## src/rtl/mdm_pkg.sv

```systemverilog
package mdm_pkg;
    typedef enum logic {
        MODE_LIVE = 1'b0,
        MODE_LOOP = 1'b1
    } mdm_mode_e;

    // positions inside the 4-bit line level / change vectors
    localparam int LN_CTS = 0;
    localparam int LN_DSR = 1;
    localparam int LN_RI  = 2;
    localparam int LN_DCD = 3;

    // positions inside the control register
    localparam int CB_DTR  = 0;
    localparam int CB_RTS  = 1;
    localparam int CB_OUT1 = 2;
    localparam int CB_OUT2 = 3;
    localparam int CB_LOOP = 4;
endpackage

```

## src/rtl/mdm_ctrl_reg.sv

```systemverilog
module mdm_ctrl_reg
    import mdm_pkg::*;
#(
    parameter int         CTRL_W   = 5,
    parameter logic [4:0] CTRL_RST = 5'h08
) (
    input  logic              clk,
    input  logic              rst_n,
    input  logic              wr_ctrl,
    input  logic [CTRL_W-1:0] wdata,
    output mdm_mode_e         mode,
    output logic [CTRL_W-2:0] ctrl_bits,
    output logic              pin_dtr,
    output logic              pin_rts,
    output logic              pin_out1,
    output logic              pin_out2
);
    localparam int BITS_W = CTRL_W - 1;

    mdm_mode_e         mode_q, mode_nxt;
    logic [BITS_W-1:0] bits_q;

    // next mode
    always_comb begin
        mode_nxt = mode_q;
        if (wr_ctrl) begin
            unique case (mode_q)
                MODE_LIVE: if (wdata[CB_LOOP])  mode_nxt = MODE_LOOP;
                MODE_LOOP: if (!wdata[CB_LOOP]) mode_nxt = MODE_LIVE;
                default:                        mode_nxt = MODE_LIVE;
            endcase
        end
    end

    // state register
    always_ff @(posedge clk) begin
        if (!rst_n) begin
            mode_q <= CTRL_RST[CB_LOOP] ? MODE_LOOP : MODE_LIVE;
            bits_q <= CTRL_RST[BITS_W-1:0];
        end else begin
            mode_q <= mode_nxt;
            if (wr_ctrl) bits_q <= wdata[BITS_W-1:0];
        end
    end

    // outputs
    always_comb begin
        pin_out1 = bits_q[CB_OUT1];
        pin_out2 = bits_q[CB_OUT2];
        unique case (mode_q)
            MODE_LIVE: begin
                pin_dtr = bits_q[CB_DTR];
                pin_rts = bits_q[CB_RTS];
            end
            MODE_LOOP: begin
                pin_dtr = 1'b0;
                pin_rts = 1'b0;
            end
            default: begin
                pin_dtr = 1'b0;
                pin_rts = 1'b0;
            end
        endcase
    end

    assign mode      = mode_q;
    assign ctrl_bits = bits_q;
endmodule

```

## src/rtl/mdm_status_track.sv

```systemverilog
module mdm_status_track
    import mdm_pkg::*;
#(
    parameter int         NLINES    = 4,
    parameter logic [3:0] LINES_RST = 4'hB
) (
    input  logic              clk,
    input  logic              rst_n,
    input  logic              track_en,
    input  logic              clr_delta,
    input  logic [NLINES-1:0] lines_in,
    output logic [NLINES-1:0] lines_q,
    output logic [NLINES-1:0] delta_q
);
    logic [NLINES-1:0] diff;
    logic [NLINES-1:0] set_mask;
    logic [NLINES-1:0] keep;

    assign diff = lines_in ^ lines_q;

    // ring flag only on trailing edge; other lines on any change
    generate
        for (genvar i = 0; i < NLINES; i++) begin : g_set
            if (i == LN_RI) begin : g_trail
                assign set_mask[i] = diff[i] & lines_q[i];
            end else begin : g_any
                assign set_mask[i] = diff[i];
            end
        end
    endgenerate

    assign keep = clr_delta ? '0 : delta_q;

    always_ff @(posedge clk) begin
        if (!rst_n) begin
            lines_q <= LINES_RST[NLINES-1:0];
            delta_q <= '0;
        end else if (track_en) begin
            lines_q <= lines_in;
            delta_q <= keep | set_mask;
        end
    end
endmodule

```

## src/rtl/mdm_read_mux.sv

```systemverilog
module mdm_read_mux
    import mdm_pkg::*;
#(
    parameter int CTRL_W = 5,
    parameter int NLINES = 4
) (
    input  logic              sel_status,
    input  mdm_mode_e         mode,
    input  logic [CTRL_W-2:0] ctrl_bits,
    input  logic [NLINES-1:0] lines_q,
    input  logic [NLINES-1:0] delta_q,
    output logic [7:0]        rdata
);
    logic [NLINES-1:0] loop_lines;

    always_comb begin
        loop_lines          = '0;
        loop_lines[LN_DCD]  = ctrl_bits[CB_OUT2];
        loop_lines[LN_RI]   = ctrl_bits[CB_OUT1];
        loop_lines[LN_DSR]  = ctrl_bits[CB_DTR];
        loop_lines[LN_CTS]  = ctrl_bits[CB_RTS];
    end

    always_comb begin
        if (!sel_status) begin
            rdata = {3'b000, (mode == MODE_LOOP), ctrl_bits};
        end else begin
            unique case (mode)
                MODE_LIVE: rdata = {lines_q, delta_q};
                MODE_LOOP: rdata = {loop_lines, 4'h0};
                default:   rdata = 8'h00;
            endcase
        end
    end
endmodule

```

## src/rtl/modem_status_unit.sv

```systemverilog
module modem_status_unit
    import mdm_pkg::*;
#(
    parameter int         CTRL_W    = 5,
    parameter int         NLINES    = 4,
    parameter logic [4:0] CTRL_RST  = 5'h08,
    parameter logic [3:0] LINES_RST = 4'hB
) (
    input  logic              clk,
    input  logic              rst_n,
    input  logic              reg_rd,
    input  logic              reg_wr,
    input  logic              reg_sel,
    input  logic [CTRL_W-1:0] reg_wdata,
    output logic [7:0]        reg_rdata,
    input  logic              line_cts,
    input  logic              line_dsr,
    input  logic              line_dcd,
    input  logic              line_ri,
    output logic              out_dtr,
    output logic              out_rts,
    output logic              out_out1,
    output logic              out_out2,
    output logic              delta_any
);
    mdm_mode_e         mode;
    logic [CTRL_W-2:0] ctrl_bits;
    logic [NLINES-1:0] lines_in;
    logic [NLINES-1:0] lines_q;
    logic [NLINES-1:0] delta_q;
    logic              loop_on;
    logic              wr_ctrl;
    logic              clr_delta;

    assign loop_on   = (mode == MODE_LOOP);
    assign wr_ctrl   = reg_wr && !reg_sel;
    assign clr_delta = reg_rd && reg_sel && !loop_on;

    always_comb begin
        lines_in         = '0;
        lines_in[LN_CTS] = line_cts;
        lines_in[LN_DSR] = line_dsr;
        lines_in[LN_RI]  = line_ri;
        lines_in[LN_DCD] = line_dcd;
    end

    mdm_ctrl_reg #(.CTRL_W(CTRL_W), .CTRL_RST(CTRL_RST)) u_ctrl (
        .clk      (clk),
        .rst_n    (rst_n),
        .wr_ctrl  (wr_ctrl),
        .wdata    (reg_wdata),
        .mode     (mode),
        .ctrl_bits(ctrl_bits),
        .pin_dtr  (out_dtr),
        .pin_rts  (out_rts),
        .pin_out1 (out_out1),
        .pin_out2 (out_out2)
    );

    mdm_status_track #(.NLINES(NLINES), .LINES_RST(LINES_RST)) u_track (
        .clk      (clk),
        .rst_n    (rst_n),
        .track_en (!loop_on),
        .clr_delta(clr_delta),
        .lines_in (lines_in),
        .lines_q  (lines_q),
        .delta_q  (delta_q)
    );

    mdm_read_mux #(.CTRL_W(CTRL_W), .NLINES(NLINES)) u_rmux (
        .sel_status(reg_sel),
        .mode      (mode),
        .ctrl_bits (ctrl_bits),
        .lines_q   (lines_q),
        .delta_q   (delta_q),
        .rdata     (reg_rdata)
    );

    assign delta_any = |delta_q;
endmodule

```

## config.mk

```make
export PLATFORM = sky130hd
export DESIGN_NAME = modem_status_unit
export DESIGN_NICKNAME = d
export VERILOG_FILES = /design/src/rtl/mdm_pkg.sv /design/src/rtl/mdm_ctrl_reg.sv /design/src/rtl/mdm_status_track.sv /design/src/rtl/mdm_read_mux.sv /design/src/rtl/modem_status_unit.sv
export SDC_FILE = /design/constraint.sdc
export NUM_CORES = 1
export LEC_CHECK = 0
export BUFFER_PORTS_ARGS = -buffer_cell sky130_fd_sc_hd__buf_2
export CORE_UTILIZATION = 45
export DETAILED_ROUTE_END_ITERATION = 16
export PLACE_DENSITY = 0.85
export SETUP_SLACK_MARGIN = 0.3
export SKIP_LAST_GASP = 1
export SYNTH_ARGS = -nofsm -noshare
export SYNTH_HDL_FRONTEND = slang
export SYNTH_HIERARCHICAL = 1
export SYNTH_SLANG_ARGS = --single-unit
```

## constraint.sdc

```tcl
create_clock -name clk -period 1.3 [get_ports clk]
set_clock_uncertainty 0.15 [all_clocks]
set_input_delay 0.065 -clock clk [delete_from_list [all_inputs] [get_ports clk]]
set_output_delay 0.065 -clock clk [all_outputs]
set_load 0.005 [all_outputs]
```

==> reports/metrics.yaml, run 1 <==
status: "finished, violations left"
violations: "negative setup slack"
wl_mm: 2.017
dr.pass1.iters: 4
fmax_mhz: 674.6
hold_viol_final: 0
cts.path.max_buffers: 2
arrival_ns: 1.27
grt_max_degree: 9
end_kind: "primary output"
vias: 702
rsz0062_at_grt: "true"
cts_tree: "built"
synth_common_cells: "13 x dfxtp_1, 12 x mux2i_1, 8 x nand2_1, 8 x nor2b_1, 4 x a22o_2"
final_nets: 128
antenna_found_initial: 0
drive_above_1_share_pct: 48.67
finalSetupViolations: 9
ys_ff_latch: 13
area_growth_pct: 51.53
cp_max_fo: 2
cts_root_buf: "clkbuf_4"
dp_hpwl_mm: 1.048
clkTransAtPathRegs_ns: 0.08
synth_top_cell_area_share_pct: 37.48
grt-busiest-layer: "met2"
worst-setup-path-type: "reg -> out"
viasPerCell: 5.484
synth_flop_cell: "dfxtp_1"
clk_latency_ns: 0.27
syn_area_um2: 694.4
slew_headroom_pct: 81.67
grt.met2_usage_pct: 41.02
placedCellCount: 108
final_max_slew_viol_count: 0
synth.most_common_cell: "dfxtp_1"
die_w_um: 41.28
yosysWarnings: 6
vdd_drop_max_mv: 0.9011
cts_made_buffers: 3
wire_per_inst_um: 15.76
synth_seq_area_share_pct: 37.48
fp.dieH_um: 41.28
crit_required_ns: 1.09
globalRouteOverflowTotal: 0
synth_edf_count: 0
htree_num_levels: 1
tightest_slew_ns: 0.2750
drt_iter0_markers: 24
use_met3_pct: 5.435
avgSynthCellArea_um2: 9.645
portBuffers: 26
grt_use_met1_pct: 32.79
diodes: 0
core_um2: 1366
synth.area.top_cells: "dfxtp_1 37%, mux2i_1 17%, nor2b_1 7.2%, a22o_2 5.8%, buf_6 4.9%"
yosysTopAreaCell: "dfxtp_1"
drc: 0
ys_types: 21
max-cap-violations: 0
fin_hold_ws_ns: 0.1009
dieArea_um2: 1704
fin_crit_ns: 1.482
synth_nets: 86
synthCells: 72
start_kind: "register"
track_usage_pct: 26.34
ant_nets: 0
globalplace.congestion: 0.8247
dpl_worst_slack_ns: 0.1352
instances_no_fill: 128
ioPinCount: 27
p_total_w: 0.0009767
async_reset_ff_share_pct: 0
period_share_pct: 114.0
num_rows: 13
tns_ns: -0.3668
power.density_nw_per_um2: 928.2
p_leak_nw: 0.5049
setup_ws_ns: -0.1825
initial_core_util_pct: 50.82
clock-sinks: 13
hp-class: "in -> reg"
first_global_vias: 612
grt_first_pass_wirelength_mm: 2.766
## metrics by stage
step                area (um^2)  util [%]
global route               1052     77.01
CTS                        1015     74.27
finish                     1052     77.01
floorplan                 698.2         -
global placement          800.8     58.61
detailed placement        800.8     58.61
## critical path: stages, from the launching register on
cell and delay, ns:
dfxtp_2 0.32, or4_1 0.52, buf_2 0.15
## worst paths after layout
| check | startpoint | to | slack [ns] | cells after the start |
|---|---|---|---|---|
| max | u_track/delta_q[1] | delta_any | -0.18 | 2 |
| min | line_ri | u_track/delta_q[2] | 0.10 | 3 |
| max reg2reg | u_ctrl/mode | u_track/delta_q[0] | 0 | 4 |
| min reg2reg | u_track/delta_q[3] | u_track/delta_q[3] | 0.36 | 2 |
## what timing repair did
item                       4_1_cts  5_1_grt
pin swaps                        6        2
buffers inserted                 4        0
hold endpoints to repair        13        0
hold buffers                    12        0
resized for setup               14        9
setup endpoints to repair       21       21
## registers in the layout (all words and copies together) (netlist names)
name,cells
u_ctrl/ctrl_bits,4
u_ctrl/mode,1
u_track/delta_q,4
u_track/lines_q,4
## layout by cell type (no fill, tap or decap), types with 3 or more instances in the layout
cell type / instances
buf_2: 25
dlygate4sd3_1: 11
mux2i_1: 11
nor2b_1: 8
nand2_1: 8
dfxtp_1: 7
dfxtp_2: 5
clkbuf_4: 3
buf_6: 3
buf_4: 3
nor2_1: 3
a22o_2: 3
xnor2_1: 3
o22ai_2: 3
## per-layer routing
metal  routed length (um)  vias to the layer above
met4                   35                        0
li1                     -                      329
met2                  968                       28
met1                  922                      339
met3                   91                        6
met5                    0                        -
## report_power, final
part / leakage [nW] / total (W) / internal, W / switching [W]
sequential: 0.109 / 0.000459 / 0.000430 / 0.0000296
clock: 0.0150 / 0.000254 / 0.000119 / 0.000135
combinational: 0.381 / 0.000264 / 0.000153 / 0.000111
total: 0.505 / 0.000977 / 0.000702 / 0.000275
## kinds of logic after synthesis
kind of cell	after synthesis	synth area share, %
AOI/OAI and AO/OA	11	12.25
xor gates and xnor gates	3	3.784
buffers and inverters	9	9.368
DFF	13	37.48
muxes	12	17.30
and+or+nand+nor	24	19.82
## final cells by class
type	count	area, um^2
sequential	13	270.3
clock buffer	4	26.28
tap	15	18.77
fill	91	314.1
multi-input combinational	50	409.1
timing repair buffer	43	304.0
inverter	3	23.77
Note: power is estimated with default switching activity, not from simulation.
==> inputs of run 2 (changes only) <==
--- a/config.mk
+++ b/config.mk
@@ -8,10 +8,9 @@
 export BUFFER_PORTS_ARGS = -buffer_cell sky130_fd_sc_hd__buf_2
 export CORE_UTILIZATION = 45
 export DETAILED_ROUTE_END_ITERATION = 16
-export PLACE_DENSITY = 0.85
+export PLACE_DENSITY = 0.83
 export SETUP_SLACK_MARGIN = 0.3
 export SKIP_LAST_GASP = 1
 export SYNTH_ARGS = -nofsm -noshare
 export SYNTH_HDL_FRONTEND = slang
-export SYNTH_HIERARCHICAL = 1
 export SYNTH_SLANG_ARGS = --single-unit
==> run 2 against run 1 <==
The flow still finishes with violations (negative setup slack). Highest routed layer unchanged. Largest power group unchanged. Area after synthesis down 5.4%. Worst hold slack worse by 0.072 ns. Critical path depth stayed put.
==> reports/metrics.yaml, run 2 <==
synth_flop_cell: "dfxtp_1"
hp-class: "in -> reg"
synth_nets: 85  # -1.2%
clk_latency_ns: 0.27  # about the same
drt_iter0_markers: 8  # -67%
slowest_delay_ns: 0.50  # -0.02 ns
drc: 0  # unchanged
crit_required_ns: 1.09  # about the same
htree_num_levels: 1  # unchanged
switching_share_pct: 27.03  # -1.1 points
initial_core_util_pct: 49.25  # -1.6 points
dieArea_um2: 1616  # -5.1%
antenna_found_initial: 0  # unchanged
viasPerCell: 5.263  # -4.0%
p_leak_nw: 0.4874  # -3.5%
internal-power_w: 0.0006940  # -1.1%
worst-setup-path-type: "reg -> out"
crit_chain: "or4_1 -> buf_2"
vdd_drop_max_mv: 0.6275  # -30%
rsz0062_at_grt: "true"
yosysTopAreaCell: "dfxtp_1"
tightest_slew_ns: 0.3450  # +0.07003 ns
max-cap-violations: 0  # unchanged
p_total_w: 0.0009510  # -2.6%
synth_common_cells: "13 x dfxtp_1, 11 x mux2i_1, 10 x nor2b_1, 5 x inv_1, 5 x nand2_1"
final_cell_mix: "26 x buf_2, 11 x mux2i_1, 9 x nor2b_1, 9 x dlygate4sd3_1"
violations: "negative setup slack"
fill_cells: 102  # +12%
cp_max_fo: 2  # unchanged
instances_no_fill: 133  # +3.9%
cts_root_buf: "clkbuf_4"
clkTransAtPathRegs_ns: 0.08  # about the same
drive_above_1_share_pct: 43.22  # -5.5 points
fin_crit_ns: 1.441  # -0.04184 ns
final_max_slew_viol_count: 0  # unchanged
synth.area.top_cells: "dfxtp_1 40%, mux2i_1 17%, nor2b_1 9.5%, nand3b_1 4.6%, a22o_1 4.0%"
end_kind: "primary output"
status: "finished, violations left"
core_um2: 1334  # -2.4%
finalSetupViolations: 11  # +2
ys_ff_latch: 13  # unchanged
power.density_nw_per_um2: 901.6  # -2.9%
hold_viol_final: 0  # unchanged
globalRouteOverflowTotal: 0  # unchanged
vias: 700  # -0.28%
multi_input_area_um2: 369.1  # -9.8%
start_kind: "register"
synth.most_common_cell: "dfxtp_1"
p_seq_share_pct: 47.8  # +0.8 points
grt_first_pass_wirelength_mm: 2.711  # -2.0%
combPwrFrac_pct: 25.9  # -1.1 points
critPathSlowestCell: "or4_1"
cp_num_buf_inv: 1  # unchanged
clockPowerShare_pct: 26.3  # +0.3 points
globalplace.congestion: 0.7319  # -11%
setup_ws_ns: -0.1406  # +0.04184 ns
portBuffers: 26  # unchanged
ant_nets: 0  # unchanged
clock-sinks: 13  # unchanged
async_reset_ff_share_pct: 0  # unchanged
layout_commonest_cell: "buf_2"
final_nets: 133  # +3.9%
arrival_ns: 1.23  # -0.04 ns
diodes: 0  # unchanged
fp.dieH_um: 40.21  # -2.6%
area_growth_pct: 60.57
syn_area_um2: 656.9  # -5.4%
die_w_um: 40.21  # -2.6%
cts.path.max_buffers: 2  # unchanged
switchingPower_w: 0.0002571  # -6.6%
first_global_vias: 635  # +3.8%
dp_hpwl_mm: 1.076  # +2.7%
tns_ns: -0.8334  # -0.4666 ns
num_rows: 13  # unchanged
ys_types: 19  # -9.5%
wire_per_inst_um: 14.24  # -9.6%
grt_max_degree: 16  # +7
slew_headroom_pct: 77.00  # -4.7 points
ioPinCount: 27  # unchanged
period_share_pct: 110.8  # -3.2 points
synthCells: 71  # -1.4%
yosysWarnings: 0  # -6
ff_latch_area_um2: 269.0  # -0.46%
avgSynthCellArea_um2: 9.252  # -4.1%
dr.pass1.iters: 4  # unchanged
cts_made_buffers: 3  # unchanged
synth_top_cell_area_share_pct: 39.62  # +2.1 points
track_usage_pct: 26.30  # -0.036 points
cts_tree: "built"
fmax_mhz: 694.1  # +2.9%
wl_mm: 1.894  # -6.1%
synth_seq_area_share_pct: 39.62  # +2.1 points
placedCellCount: 111  # +2.8%
synth_edf_count: 0  # unchanged
path_delay_family: "simple AND/OR/NAND/NOR gates"
-- run 2: cell count changes after synthesis, moves of 2 or more --
| cell | change |
|---|---|
| nor2b_1 | +2 |
| buf_6 | -3 |
| nand2_1 | -3 |
| xor2_1 | +3 |
| o21ai_0 | +2 |
| a22o_2 | -4 |
| o21ai_1 | +2 |
| xnor2_1 | -3 |
| o22ai_1 | -3 |
| and3b_1 | -2 |
| nand3b_1 | +4 |
| a22o_1 | +3 |
| inv_1 | +3 |
-- run 2: final timing paths --
check                     start  slack [ns]                  to  cells after the start
max          u_track.delta_q[2]       -0.14           delta_any                      2
min                    line_dsr        0.03  u_track.delta_q[1]                      3
max reg2reg         u_ctrl.mode       -0.01  u_track.lines_q[0]                      6
min reg2reg  u_track.delta_q[1]        0.36  u_track.delta_q[1]                      1
-- run 2: cell type report --
cell class,count,share of cell area (%)
Multi-Input combinational cell,48,34.99
Timing Repair Buffer,48,33.45
Sequential cell,13,25.50
Clock buffer,4,2.491
Inverter,5,1.779
Tap cell,15,1.779
-- run 2: routing by layer --
| layer | vias up | GRT usage [%] | share of wire (%) |
|---|---|---|---|
| li1 | 337 | - | - |
| met1 | 323 | 28.52 | 37 |
| met2 | 38 | 47.98 | 56 |
| met3 | 2 | 5.556 | 6.5 |
| met4 | 0 | 12.50 | 0.63 |
| met5 | - | 0 | 0 |
-- run 2: through the flow --
| stage | hold slack (ns) | util [%] | instance area [um^2] | setup WS [ns] |
|---|---|---|---|---|
| floorplan | 0.03184 | - | 664.4 | 0.2286 |
| global placement | 0.1436 | 60.23 | 803.3 | 0.1438 |
| detailed placement | 0.1438 | 60.23 | 803.3 | 0.1145 |
| CTS | 0.01757 | 76.74 | 1023 | -0.1395 |
| global route | 0.03270 | 79.08 | 1055 | -0.1804 |
| finish | 0.02911 | 79.08 | 1055 | -0.1406 |
-- run 2: kinds of logic (layout without fill, tap and decap cells) --
family	count (synthesis)	count (layout)	synth area share, %
AOI/OAI and AO/OA	12	12	12.57
xor gates and xnor gates	3	3	4.001
buffers and inverters	10	57	7.810
DFF	13	13	39.62
muxes	11	11	16.76
and+or+nand+nor	22	22	19.24
-- run 2: power groups by stage --
stage	registers [W]	clock network, W	logic [W]
2_1_floorplan	0.000455	0	0.000110
3_3_place_gp	0.000460	0	0.000170
3_5_place_dp	0.000463	0	0.000174
4_1_cts	0.000452	0.000254	0.000231
5_1_grt	0.000458	0.000275	0.000269
6_report	0.000454	0.000250	0.000247
-- run 2: tightest hold or removal path, delay by kind of cell --
family                 cells  cell delay (ns)
AO/OA/AOI/OAI              1             0.18
XOR/XNOR                   1             0.06
buffers and inverters      1             0.10
-- run 2: what timing repair did --
item / 4_1_cts / 5_1_grt
endpoints found under the hold margin: 10 / 0
endpoints found under the setup margin: 20 / 26
buffers inserted: 7 / 1
pin swaps: 3 / 1
resized for setup: 16 / 7
hold buffers: 10 / 0
==> inputs of run 3 (changes only) <==
--- a/config.mk
+++ b/config.mk
@@ -11,6 +11,8 @@
 export PLACE_DENSITY = 0.83
 export SETUP_SLACK_MARGIN = 0.3
 export SKIP_LAST_GASP = 1
+export SLEW_MARGIN = 20
 export SYNTH_ARGS = -nofsm -noshare
 export SYNTH_HDL_FRONTEND = slang
 export SYNTH_SLANG_ARGS = --single-unit
+export TNS_END_PERCENT = 5
==> run 3 against run 2 <==
Critical endpoint unchanged. First-iteration DRC count grew 13%. Register-to-register slack gained 0.25 ns. Critical path depth is the same. Largest cell class unchanged. The run still ends with negative setup slack left. Maximum frequency shrank 1.8%.
==> reports/metrics.yaml, run 3 (same netlist as run 2, synthesis figures left out) <==
tightest_slew_ns: 0.3370  # -0.008075 ns
setup.worst_path.end: "delta_any"
violations: "negative setup slack"
portBuffers: 26  # unchanged
slew_headroom_pct: 77.46  # +0.46 points
tns_ns: -0.5503  # +0.2831 ns
cts_root_buf: "clkbuf_4"
cts.path.max_buffers: 2  # unchanged
crit_chain: "or4_1 -> buf_2"
rsz0062_at_grt: "true"
antenna_found_initial: 0  # unchanged
worst-setup-path-type: "reg -> out"
clock-sinks: 13  # unchanged
globalRouteOverflowTotal: 0  # unchanged
ff2ff_setup_slack_ns: 0.24  # +0.25 ns
r2r.worst_path.cells: 3  # -3
fp.dieH_um: 40.21  # unchanged
die_w_um: 40.21  # unchanged
worst-path-stages: 2  # unchanged
area_growth_pct: 47.05
wl_mm: 1.601  # -15%
vias: 631  # -9.9%
grt_first_pass_wirelength_mm: 2.242  # -17%
critPathSlowestCell: "or4_1"
hold_viol_final: 0  # unchanged
setup_ws_ns: -0.1668  # -0.02613 ns
ioPinCount: 27  # unchanged
holdCritStartpoint: "line_cts"
cp_num_buf_inv: 1  # unchanged
instances_no_fill: 129  # -3.0%
final_cell_mix: "26 x buf_2, 11 x mux2i_1, 11 x dlygate4sd3_1"
max-cap-violations: 0  # unchanged
globalplace.congestion: 0.7090  # -3.1%
period_share_pct: 112.8  # +2.0 points
status: "finished, violations left"
fin_crit_ns: 1.467  # +0.02613 ns
grt_max_degree: 11  # -5
track_usage_pct: 21.71  # -4.6 points
num_rows: 13  # unchanged
arrival_ns: 1.25  # +0.02 ns
vdd_drop_max_mv: 0.5606  # -11%
cts_made_buffers: 3  # unchanged
final_nets: 129  # -3.0%
final_max_slew_viol_count: 0  # unchanged
fin_hold_ws_ns: 0.008811  # -0.02030 ns
core_um2: 1334  # unchanged
r2r-end: "u_track.lines_q[1]"
startpoint: "u_track.delta_q[3]"
htree_num_levels: 1  # unchanged
fill_cells: 115  # +13%
fmax_mhz: 681.8  # -1.8%
ant_nets: 0  # unchanged
ff_latch_area_um2: 264.0  # -1.9%
cp_max_fo: 2  # unchanged
finalSetupViolations: 8  # -3
start_kind: "register"
dp_hpwl_mm: 1.092  # +1.5%
clkTransAtPathRegs_ns: 0.08  # about the same
layout_commonest_cell: "buf_2"
multi_input_area_um2: 345.3  # -6.4%
drc: 0  # unchanged
viasPerCell: 4.891  # -7.1%
clk_latency_ns: 0.27  # about the same
first_global_vias: 537  # -15%
drive_above_1_share_pct: 34.21  # -9.0 points
drt_iter0_markers: 9  # +1
placedCellCount: 112  # +0.90%
p_leak_nw: 0.4479  # -8.1%
dieArea_um2: 1616  # unchanged
path_delay_family: "simple AND/OR/NAND/NOR gates"
end_kind: "primary output"
diodes: 0  # unchanged
rr_startpoint: "u_ctrl.mode"
whs_path_depth: 3  # unchanged
initial_core_util_pct: 49.25  # unchanged
cts_tree: "built"
hp-class: "in -> reg"
slowest_delay_ns: 0.52  # +0.02 ns
power.density_nw_per_um2: 944.4  # +4.7%
wire_per_inst_um: 12.41  # -13%
dr.pass1.iters: 4  # unchanged
crit_required_ns: 1.09  # about the same
-- run 3: changes by cell type in the layout (fill, tap and decap cells not counted), moves of 2 or more --
cell	before	now
buf_6	8	0
buf_4	4	7
dfxtp_1	8	10
dlygate4sd3_1	9	11
nor2_1	0	2
o21ai_0	0	2
o21ai_1	4	2
-- run 3: stage by stage --
| stage | setup WS, ns | area, um^2 | utilization (%) | power (W) |
|---|---|---|---|---|
| floorplan | 0.2286 | 664.4 | - | 0.0005654 |
| global placement | 0.1468 | 810.8 | 60.79 | 0.0006328 |
| detailed placement | 0.1295 | 810.8 | 60.79 | 0.0006404 |
| CTS | -0.1619 | 964.7 | 72.33 | 0.0009230 |
| global route | -0.2038 | 965.9 | 72.42 | 0.0009632 |
| finish | -0.1668 | 965.9 | 72.42 | 0.0009122 |
-- run 3: timing repair --
| action | 4_1_cts | 5_1_grt |
|---|---|---|
| resized for setup | 2 | 1 |
| setup buffers | 2 | 0 |
| hold buffers | 11 | 0 |
| endpoints found under the hold margin | 10 | 0 |
| setup endpoints to repair | 21 | 25 |
| pin swaps | 1 | 1 |
-- run 3: worst min path at each step --
stage                                endpoint
after floorplan            u_track.lines_q[0]
after global placement    u_ctrl.ctrl_bits[3]
after detailed placement  u_ctrl.ctrl_bits[3]
after CTS                  u_track.delta_q[0]
after global routing       u_track.delta_q[0]
final                      u_track.delta_q[0]
-- run 3: final cells by class --
| class | instances | area share (%) |
|---|---|---|
| Inverter | 5 | 1.943 |
| Sequential cell | 13 | 27.33 |
| Multi-Input combinational cell | 48 | 35.75 |
| Timing Repair Buffer | 44 | 30.31 |
| Tap cell | 15 | 1.943 |
| Clock buffer | 4 | 2.720 |
-- run 3: worst register-to-register path: stages (launching register included) --
cell,delay (ns)
dfxtp_2,0.37
buf_4,0.17
mux2i_1,0.19
nand2_1,0.06
-- run 3: layer usage --
layer	GRT usage (%)	routed length, um	vias to the layer above
li1	-	-	330
met1	24.83	782	276
met2	39.11	730	23
met3	3.333	74	2
met4	10.00	14	0
met5	0	0	-
-- run 3: power breakdown --
group | total [W] | switching, W | internal, W
registers | 0.000453 | 0.0000229 | 0.000430
clock network | 0.000244 | 0.000126 | 0.000119
logic | 0.000215 | 0.0000889 | 0.000126
